--- src/rtl/dptm_pkg.sv ---
package dptm_pkg;

    // One-cycle event flags produced by the strobe decoder
    typedef struct packed {
        logic cbr_test;   // refresh with CAS and WE low before RAS fall
        logic cbr_plain;  // refresh with CAS low, WE high before RAS fall
        logic ras_only;   // RAS pulse closed without any column access
        logic col_rd;     // column read inside an open row
        logic col_wr;     // column write inside an open row
    } dptm_ev_t;

    typedef enum logic [1:0] {
        PH_IDLE = 2'd0,
        PH_ROW  = 2'd1,
        PH_REFR = 2'd2
    } dptm_phase_t;

    // Per-bit agreement: 1 where the two words match
    function automatic logic [31:0] agree_bits(input logic [31:0] a, input logic [31:0] b);
        return ~(a ^ b);
    endfunction

endpackage

--- src/rtl/dptm_array.sv ---
module dptm_array
    import dptm_pkg::*;
#(
    parameter int ADDR_W = 3,
    parameter int DQ_W   = 4
) (
    input  logic              clk,
    input  logic              rst,
    input  dptm_ev_t          ev,
    input  logic [ADDR_W-1:0] row,
    input  logic [ADDR_W-1:0] col,
    input  logic              cas_n,
    input  logic              test_mode,
    input  logic [DQ_W-1:0]   dq_in,
    output logic [DQ_W-1:0]   dq_out,
    output logic              dq_oe
);

    localparam int DEPTH = 1 << ADDR_W;

    logic [DQ_W-1:0] mem [DEPTH][DEPTH];
    logic [ADDR_W-1:0] col_e, col_o;
    logic [DQ_W-1:0]   rd_word, cmp_word;
    logic [DQ_W-1:0]   pend_q;
    logic              pend_v;

    assign col_e = {col[ADDR_W-1:1], 1'b0};
    assign col_o = {col[ADDR_W-1:1], 1'b1};

    always_comb begin
        rd_word  = mem[row][col];
        cmp_word = DQ_W'(agree_bits(32'(mem[row][col_e]), 32'(mem[row][col_o])));
    end

    // Cell storage
    always_ff @(posedge clk) begin
        if (rst) begin
            for (int r = 0; r < DEPTH; r++) begin
                for (int c = 0; c < DEPTH; c++) begin
                    mem[r][c] <= '0;
                end
            end
        end else if (ev.col_wr) begin
            if (test_mode) begin
                mem[row][col_e] <= dq_in;
                mem[row][col_o] <= dq_in;
            end else begin
                mem[row][col] <= dq_in;
            end
        end
    end

    // Output path: normal reads land after one edge, compare reads after two
    always_ff @(posedge clk) begin
        if (rst) begin
            dq_out <= '0;
            dq_oe  <= 1'b0;
            pend_q <= '0;
            pend_v <= 1'b0;
        end else begin
            pend_v <= 1'b0;
            if (cas_n || ev.col_wr) begin
                dq_oe <= 1'b0;
            end else if (ev.col_rd && !test_mode) begin
                dq_out <= rd_word;
                dq_oe  <= 1'b1;
            end else if (pend_v) begin
                dq_out <= pend_q;
                dq_oe  <= 1'b1;
            end
            if (ev.col_rd && test_mode) begin
                pend_q <= cmp_word;
                pend_v <= 1'b1;
            end
        end
    end

    AST_NORM_LAT: assert property (@(posedge clk) disable iff (rst)
        (ev.col_rd && !test_mode) |=> dq_oe);
    AST_TEST_LAT: assert property (@(posedge clk) disable iff (rst)
        (ev.col_rd && test_mode) |=> !dq_oe);
    AST_HIZ_CAS: assert property (@(posedge clk) disable iff (rst)
        cas_n |=> !dq_oe);
    AST_HIZ_WR: assert property (@(posedge clk) disable iff (rst)
        ev.col_wr |=> !dq_oe);

endmodule

--- config.mk ---
export PLATFORM = sky130hd
export DESIGN_NAME = dptm_array
export DESIGN_NICKNAME = d
export VERILOG_FILES = /design/src/rtl/dptm_pkg.sv /design/src/rtl/dptm_array.sv
export SDC_FILE = /design/constraint.sdc
export NUM_CORES = 1
export LEC_CHECK = 0
export ABC_AREA = 1
export CORE_ASPECT_RATIO = 0.7
export CORE_UTILIZATION = 40
export DETAILED_ROUTE_END_ITERATION = 12
export MAX_ROUTING_LAYER = met4
export PLACE_DENSITY = 0.55
export SETUP_SLACK_MARGIN = 0.02
export SLEW_MARGIN = 20
export SYNTH_ARGS = -nofsm -noshare
export SYNTH_HDL_FRONTEND = slang
export SYNTH_SLANG_ARGS = --single-unit
--- constraint.sdc ---
create_clock -name clk -period 3.3 [get_ports clk]
set_input_delay 0.99 -clock clk [delete_from_list [all_inputs] [get_ports clk]]
set_output_delay 0.99 -clock clk [all_outputs]
set_load 0.005 [all_outputs]
==> flow_summary.yaml, run 1 <==
status:
  status: "finished clean"
timing:
  setup_viol: 0
  drv_slew: 0
  finalHoldViolCount: 0
  grt_setup_unrepaired: "no"
  max_slew_margin: 0.341
  finalCriticalPeriod_ps: 2840
  max_clock_freq_mhz: 351
  timing_worst_slew_pin_value_ps: 986
  fin_skew_ps: 7.95
  ratio_of_final_minimum_period_to_clock_period: 0.862
die:
  placement_rows: 54
  design.core.area_sq_um: 31600
  chipHeight_um: 153
  design.die.area_sq_um: 33400
  io-pin-count: 24
  die_w_um: 218
  start_util: 0.413
final_layout:
  filler_cell_count: 3071
  multiInputGateArea_sq_um: 4650
  ff_latch_area_sq_um: 7890
  insertedDiodeCount: 0
  final_core_utilization: 0.475
  nNetsFinal: 1645
  post_route_cells_drive_above_1_share: 0.0887
  final_cell_area_sq_um: 15000
  area_growth_pct: 14.9
global_routing:
  global_route.usage.total: 0.230
  maximum_number_of_pins_on_one_net_before_global_route_repair: 65
  gr-total-overflow: 0
  first_global_vias: 9819
  grt_first_pass_wirelength_mm: 56.6
  antenna_found_initial: 0
pwr:
  cell_area_power_density_nw_per_um2: 510
  power_leakage_nw: 6.60
  ir_drop_v: 0.000351
synthesis:
  synth.yosys.warnings: 0
  synth_fp_nets: 1593
  synth.cell_area_sq_um: 13100
  avgSynthCellArea_sq_um: 8.30
  synth_top_area_frac: 0.588
  synth_top_cells_by_area: "sky130_fd_sc_hd__edfxtp_1 (59%), sky130_fd_sc_hd__nand2_1 (22%), sky130_fd_sc_hd__nor2_1 (9.1%)"
  synth_seq_area_share: 0.604
  biggest_area_consumer_among_synthesized_cells: "sky130_fd_sc_hd__edfxtp_1"
  synth_cell_type_count: 24
  postSynthCellCount: 1574
  synth_seq_cells: 266
worst_hold_path:
  min-delay-path-class: "reg -> reg"
setup_path:
  crit_path_max_fanout: 17
  timing_worst_setup_path_type: "in -> reg"
  critical_path_arrival_ps: 3090
  setup_crit_end_kind: "flip-flop"
  crit_required_ps: 3540
  nature_of_the_critical_path_startpoint: "input port"
drt:
  avgRoutedWirePerCell_um: 17.6
  routed_via_density: 5.01
  first_pass_iters: 5
  detail_route.drc_violations: 0
  drtIter0Drc: 918
  antenna_violating_nets_post_route: 0
  detailroute.via_count: 10300
  totalWireLength_mm: 36.3
flow_run:
  max_cap_violations: 0
clocking:
  ctsRootBufferMaster: "sky130_fd_sc_hd__clkbuf_16"
  clkTransAtPathRegs_ps: 60
  clk_lat_worst_skew_ps: 550
  postCtsSetupBuffers: 0
  clk_path_buf_depth: 3
  cts-buffers-inserted: 27
  numClockSinks: 266
  cts_resized: 0
  cts-hold-fix-buffers: 0
  cts-htree-levels: 1
  clock_tree_from_tritoncts: "yes"
placement:
  place_area_sq_um: 14200
  dp_hpwl_mm: 24.0
  place.gp.congestion: 0.905
  port_buffers: 20
[layout make-up]
class | count | area share
flip-flops and latches | 266 | 0.526
multi-input cells | 1189 | 0.310
repair buffers | 107 | 0.0647
clock buffers | 38 | 0.0519
well taps | 420 | 0.0350
inverters | 35 | 0.00892
clock inverters | 11 | 0.00409
[worst max-delay path, stage by stage]
cell                              delay [ps]
sky130_fd_sc_hd__clkdlybuf4s50_1         530
sky130_fd_sc_hd__buf_4                   270
sky130_fd_sc_hd__buf_4                   240
sky130_fd_sc_hd__nand2_1                 130
sky130_fd_sc_hd__nor2_4                  260
sky130_fd_sc_hd__buf_4                   240
sky130_fd_sc_hd__nand2_1                 200
sky130_fd_sc_hd__nand2_1                 210
[final timing paths]
check              from   endpoint  slack, ps  cells after the start
max              row[2]  mem[5][8]        460                      8
min           dq_out[2]  dq_out[2]        480                      2
min reg2reg   dq_out[2]  dq_out[2]        480                      2
max reg2reg  mem[6][14]  pend_q[2]       1770                     10
[metal layers]
metal	global-route usage	share of wire	vias up
met5	-	0	-
met4	0.0390	0.014	0
met3	0.0344	0.070	47
met2	0.343	0.44	310
met1	0.336	0.48	4844
li1	-	-	5141
[power breakdown]
group          internal [W]  switching (W)  leakage, nW  total [W]
logic              0.000227       0.000568         3.67   0.000795
clock network       0.00165        0.00129        0.418    0.00294
registers           0.00387      0.0000514         2.52    0.00392
[cells by family after synthesis]
| logic type | Yosys count | synth area share |
|---|---|---|
| buffers and inverters | 119 | 0.0406 |
| DFF | 266 | 0.604 |
| and+or+nand+nor | 1151 | 0.340 |
| AOI/OAI and AO/OA | 38 | 0.0161 |
[sequential cells by signal, indices dropped and copies added, names as in the netlist]
register,count
dq_oe,1
pend_q,4
mem,256
pend_v,1
dq_out,4
[Yosys cell counts, drive strengths merged]
cell and n:
buf 45, nand2 768, o22ai 1, dfxtp 10, o311ai 1, inv 34, clkbuf 39, edfxtp 256
or2 2, a21oi 14, o21ai 16, o211ai 6, clkinv 1, nand4 11, nand3 47, nor2 323
[per-stage QoR]
stage	power [W]	hold WS, ps	TNS (ps)	cells	worst slack [ps]
4_1_cts	0.00771	476	0	2066	491
5_1_grt	0.00794	513	0	2066	310
6_report	0.00765	476	0	2066	455
3_3_place_gp	0.00478	469	-269	2017	-30.7
3_5_place_dp	0.00478	466	-1450	2017	-77.6
2_1_floorplan	0.00447	462	0	1574	985
[layout by cell type, fill, tap and decap left out, drive strengths merged]
cell type,n
clkinv,9
clkinvlp,1
nor2,323
nand4,11
edfxtp,256
buf,89
or2,2
o22ai,1
a21oi,14
o21ai,16
o311ai,1
o211ai,6
clkbuf,38
nand2,768
dfxtp,10
nand3,47
clkdlybuf4s50,18
inv,36
No activity file was read; power rests on OpenSTA's default activity.
==> inputs of run 2 (changes only) <==
Settings changed: PLACE_DENSITY 0.55 to 0.57.
Clock period 3.3 ns to 2.5 ns, I/O delays scaled along.
==> run 2 against run 1 <==
Against the previous run:
- sequential share of layout area shrank 1.9 points
- critical path type unchanged
- die area stayed put
- utilization increased by 1.8 points
- first-iteration DRC count is 15% higher
==> flow_summary.yaml, run 2 (synthesis results as in run 1) <==
timing:
  fin_skew_ps: 10.3
  drv_slew: 0
  setup-tns-final_ps: 0
  max_slew_margin: 0.513
  timing_worst_slew_pin_value_ps: 728
  timing.final.ws_setup_ps: 153
  finalHoldViolCount: 0
  setup_viol: 0
  max_clock_freq_mhz: 426
  ratio_of_final_minimum_period_to_clock_period: 0.939
  finalCriticalPeriod_ps: 2350
  grt_setup_unrepaired: "no"
clocking:
  clkTransAtPathRegs_ps: 60
  ctsRootBufferMaster: "sky130_fd_sc_hd__clkbuf_16"
  numClockSinks: 266
  clk_lat_worst_skew_ps: 550
  cts-hold-fix-buffers: 0
  cts-htree-levels: 1
  cts-buffers-inserted: 26
  postCtsSetupBuffers: 0
  cts_resized: 0
  clock_tree_from_tritoncts: "yes"
  clk_path_buf_depth: 3
pwr:
  p_int_w: 0.00775
  pwr-share-seq: 0.505
  switching_share: 0.244
  power.clock.fraction: 0.388
  cell_area_power_density_nw_per_um2: 658
  combinational_share_of_power: 0.107
  p_sw_w: 0.00250
  power_leakage_nw: 6.92
  ir_drop_v: 0.000424
global_routing:
  global_route.usage.total: 0.230
  maximum_number_of_pins_on_one_net_before_global_route_repair: 65
  gr-total-overflow: 0
  first_global_vias: 10100
  grt_first_pass_wirelength_mm: 56.8
  antenna_found_initial: 0
die:
  chipHeight_um: 153
  placement_rows: 54
  io-pin-count: 24
  design.core.area_sq_um: 31600
  design.die.area_sq_um: 33400
  die_w_um: 218
  start_util: 0.413
final_layout:
  filler_cell_count: 3042
  nNetsFinal: 1710
  area_growth_pct: 19.1
  post_route_cells_drive_above_1_share: 0.123
  final_cell_mix: "sky130_fd_sc_hd__nand2_1 (768), sky130_fd_sc_hd__nor2_1 (316), sky130_fd_sc_hd__edfxtp_1 (256)"
  max_flop_register: "mem"
  final_cell_area_sq_um: 15600
  insertedDiodeCount: 0
  layout.cells.most_common: "sky130_fd_sc_hd__nand2_1"
  largest_register_ffs: 256
  reg.largest.list: "mem: 256 flops, dq_out: 4 flops, pend_q: 4 flops"
setup_path:
  setup_crit_end_kind: "flip-flop"
  timing.critical_path.cells: "clkdlybuf4s50_1 -> inv_1 -> nor2_1 -> buf_4 -> nand2_1 -> nor2_1 -> nand2_1 -> nand2_1"
  timing_worst_setup_path_type: "in -> reg"
  max_stage_delay_ps: 560
  nature_of_the_critical_path_startpoint: "input port"
  critical_path_arrival_ps: 2590
  crit_path_frequent_cell: "sky130_fd_sc_hd__nand2_1"
  setup.reg_to_reg.worst_slack_ps: 900
  critical-path-slowest-cell: "sky130_fd_sc_hd__nor2_1"
  crit_required_ps: 2740
  crit_path_max_fanout: 8
drt:
  routed_via_density: 5.00
  met2RoutedLength_mm: 16.0
  detail_route.wirelength.met1_mm: 17.0
  first_pass_iters: 5
  routed-wl-met3_mm: 2.82
  top_layer_used: "met4"
  detailroute.via_count: 10700
  drtIter0Drc: 1054
  totalWireLength_mm: 36.4
  avgRoutedWirePerCell_um: 17.1
  detail_route.drc_violations: 0
  antenna_violating_nets_post_route: 0
flow_run:
  max_cap_violations: 0
status:
  status: "finished clean"
placement:
  dp_hpwl_mm: 24.8
  port_buffers: 20
  detailedPlace.worstSlack_ps: -417
  place_area_sq_um: 14700
  place.gp.congestion: 0.995
worst_hold_path:
  min-delay-path-class: "reg -> reg"
-- run 2: changes by cell type in the layout (fill, tap and decap cells not counted), moves of 2 or more --
cell,delta
sky130_fd_sc_hd__buf_12,+4
sky130_fd_sc_hd__buf_4,+62
sky130_fd_sc_hd__bufinv_16,+2
sky130_fd_sc_hd__clkbuf_16,-2
sky130_fd_sc_hd__clkbuf_8,+2
sky130_fd_sc_hd__clkinv_2,-2
-- run 2: worst paths after layout --
| check | startpoint | endpoint | depth (start not counted) |
|---|---|---|---|
| hold reg to reg | dq_out[0] | dq_out[0] | 2 |
| setup / recovery | ev[0] | mem[0][10] | 8 |
| hold / removal | dq_out[0] | dq_out[0] | 2 |
| setup reg to reg | mem[4][14] | pend_q[2] | 9 |
-- run 2: layout make-up --
class,count,area (sq um),share of cell area
multi-input combinational,1189,4650,0.299
tap,420,526,0.0338
sequential,266,7890,0.507
clock inverter,9,96.3,0.00619
inverter,35,134,0.00860
clock buffer,39,761,0.0489
timing repair buffer,173,1520,0.0974
-- run 2: metrics by stage --
step	instances	utilization	hold slack, ps	total power (W)
finish	2131	0.492	474	0.0102
floorplan	1574	-	462	0.00590
global route	2131	0.492	499	0.0106
detailed placement	2083	0.465	469	0.00636
CTS	2131	0.492	479	0.0103
global placement	2083	0.465	463	0.00634
-- run 2: power groups by stage --
| stage | logic, W | registers, W | clock network (W) |
|---|---|---|---|
| 4_1_cts | 0.00109 | 0.00518 | 0.00404 |
| 3_3_place_gp | 0.00108 | 0.00527 | 0 |
| 3_5_place_dp | 0.00109 | 0.00527 | 0 |
| 2_1_floorplan | 0.000657 | 0.00524 | 0 |
| 6_report | 0.00109 | 0.00517 | 0.00398 |
| 5_1_grt | 0.00121 | 0.00520 | 0.00422 |
-- run 2: per-layer routing --
layer | global-route usage | up-vias
met5 | - | -
met4 | 0.0380 | 0
met3 | 0.0394 | 46
met2 | 0.344 | 358
met1 | 0.331 | 4993
li1 | - | 5263
-- run 2: worst max-delay path, delay by kind of cell --
family                 cells  cell delay [ps]
buffers and inverters      3              670
and+or+nand+nor            5             1160
==> inputs of run 3 (changes only) <==
Settings changed: DONT_BUFFER_PORTS set to 1, PLACE_DENSITY 0.57 to 0.56.
==> run 3 against run 2 <==
Against the previous run:
- total power rose by 0.54%
- sequential power barely moved
- design area down 5.5%
- sequential share of layout area is 2.9 points higher
- clock skew about the same
- clock power rose by 5.5%
- sequential cell count unchanged
- die area did not move
- fmax up 27%
- combinational power fell by 15%
- critical endpoint is now pend_q[2]
- largest power group unchanged
- highest routed layer unchanged
==> flow_summary.yaml, run 3 (synthesis results as in run 1) <==
die:
  chipHeight_um: 153
  placement_rows: 54
  design.core.area_sq_um: 31600
  io-pin-count: 24
  design.die.area_sq_um: 33400
  die_w_um: 218
  start_util: 0.413
worst_hold_path:
  min-delay-path-class: "in -> reg"
  hold_path.startpoint: "rst"
  hold_path_end: "dq_out[3]"
  worstHoldPathCells: 1
clocking:
  numClockSinks: 266
  postCtsSetupBuffers: 0
  clk_lat_worst_skew_ps: 560
  ctsRootBufferMaster: "sky130_fd_sc_hd__clkbuf_16"
  cts_resized: 0
  cts-htree-levels: 1
  clkTransAtPathRegs_ps: 60
  clk_path_buf_depth: 3
  clock_tree_from_tritoncts: "yes"
  cts-buffers-inserted: 28
  cts-hold-fix-buffers: 0
drt:
  first_pass_iters: 5
  detailroute.via_count: 10300
  totalWireLength_mm: 36.3
  drtIter0Drc: 1128
  antenna_violating_nets_post_route: 0
  routed_via_density: 5.08
  detail_route.drc_violations: 0
  avgRoutedWirePerCell_um: 17.9
global_routing:
  maximum_number_of_pins_on_one_net_before_global_route_repair: 136
  first_global_vias: 9995
  gr-total-overflow: 0
  global_route.usage.total: 0.230
  antenna_found_initial: 0
  grt_first_pass_wirelength_mm: 57.2
setup_path:
  nature_of_the_critical_path_startpoint: "input port"
  r2r_end: "pend_q[2]"
  crit_path_max_fanout: 31
  timing_worst_setup_path_type: "in -> reg"
  setup.reg_to_reg.worst_slack_ps: 900
  setup_crit_end_kind: "flip-flop"
  timing.rr.start: "mem[4][14]"
  critical_path_arrival_ps: 2310
  crit_required_ps: 2950
  path_depth_of_the_worst_reg2reg_path: 9
timing:
  finalHoldViolCount: 0
  grt_setup_unrepaired: "no"
  ratio_of_final_minimum_period_to_clock_period: 0.742
  fin_skew_ps: 10.8
  max_clock_freq_mhz: 539
  setup-tns-final_ps: 0
  finalCriticalPeriod_ps: 1850
  drv_slew: 0
  timing_worst_slew_pin_value_ps: 799
  setup_viol: 0
  max_slew_margin: 0.465
  hold-worst-slack_ps: 259
placement:
  place.gp.congestion: 0.949
  place_inst: 1976
  port_buffers: 0
  dp_hpwl_mm: 23.5
pwr:
  ir_drop_v: 0.000525
  cell_area_power_density_nw_per_um2: 700
  power_leakage_nw: 6.47
final_layout:
  reg.largest.list: "mem: 256 flops, dq_out: 4 flops, pend_q: 4 flops"
  max_flop_register: "mem"
  ff_latch_area_sq_um: 7890
  multiInputGateArea_sq_um: 4650
  area_growth_pct: 12.6
  final_cell_mix: "sky130_fd_sc_hd__nand2_1 (768), sky130_fd_sc_hd__nor2_1 (316), sky130_fd_sc_hd__edfxtp_1 (256)"
  insertedDiodeCount: 0
  fin_cells: 2028
  largest_register_ffs: 256
  nNetsFinal: 1605
  post_route_cells_drive_above_1_share: 0.0771
  filler_cell_count: 3125
  layout.cells.most_common: "sky130_fd_sc_hd__nand2_1"
status:
  status: "finished clean"
flow_run:
  max_cap_violations: 0
## run 3: changes by cell type in the layout (fill, tap and decap cells not counted), moves of 2 or more
cell / change
sky130_fd_sc_hd__clkbuf_16: +4
sky130_fd_sc_hd__clkinv_1: +4
sky130_fd_sc_hd__buf_4: -81
sky130_fd_sc_hd__clkbuf_1: -3
sky130_fd_sc_hd__buf_12: -7
sky130_fd_sc_hd__clkinv_4: +2
sky130_fd_sc_hd__clkdlybuf4s50_1: -18
sky130_fd_sc_hd__clkinv_2: -2
## run 3: metrics by stage
step           total power (W)  setup WS (ps)  area [sq um]   util
2_1_floorplan          0.00590            425         13100      -
5_1_grt                 0.0107            490         14700  0.465
3_3_place_gp           0.00618            113         13800  0.436
3_5_place_dp           0.00619            110         13800  0.436
4_1_cts                 0.0104            694         14700  0.465
6_report                0.0103            645         14700  0.465
## run 3: final cells by class
class | instances | share of cell area
sequential | 266 | 0.536
multi-input combinational | 1189 | 0.316
clock buffer | 40 | 0.0577
timing repair buffer | 66 | 0.0396
tap | 420 | 0.0357
inverter | 35 | 0.00910
clock inverter | 12 | 0.00595
## run 3: worst max path at each step
stage	startpoint	endpoint	slack (ps)	cells past startpoint
floorplan	row[0]	pend_q[2]	430	15
global placement	row[2]	pend_q[2]	110	11
detailed placement	row[2]	pend_q[2]	110	11
CTS	row[2]	pend_q[2]	690	11
global route	row[0]	dq_out[2]	490	14
finish	row[2]	pend_q[2]	650	11
## run 3: power by group
group / total (W) / internal [W] / switching (W) / leakage [nW]
clock network: 0.00420 / 0.00246 / 0.00174 / 0.463
registers: 0.00517 / 0.00511 / 0.0000659 / 2.52
logic: 0.000929 / 0.000262 / 0.000667 / 3.49
## run 3: worst max-delay path, cell delays in order
cell and delay [ps]:
sky130_fd_sc_hd__inv_1 50, sky130_fd_sc_hd__nor2_1 610, sky130_fd_sc_hd__o211ai_1 190, sky130_fd_sc_hd__nand2_1 100, sky130_fd_sc_hd__nor2_1 80, sky130_fd_sc_hd__o21ai_0 220
sky130_fd_sc_hd__nor2_1 60, sky130_fd_sc_hd__nand2_1 60, sky130_fd_sc_hd__nand3_1 70, sky130_fd_sc_hd__nand2_1 60, sky130_fd_sc_hd__inv_1 30
## run 3: layer usage
layer | routed length, um | global-route usage
met5 | 0 | -
met1 | 16900 | 0.336
met2 | 16000 | 0.346
met3 | 2830 | 0.0297
met4 | 537 | 0.0393
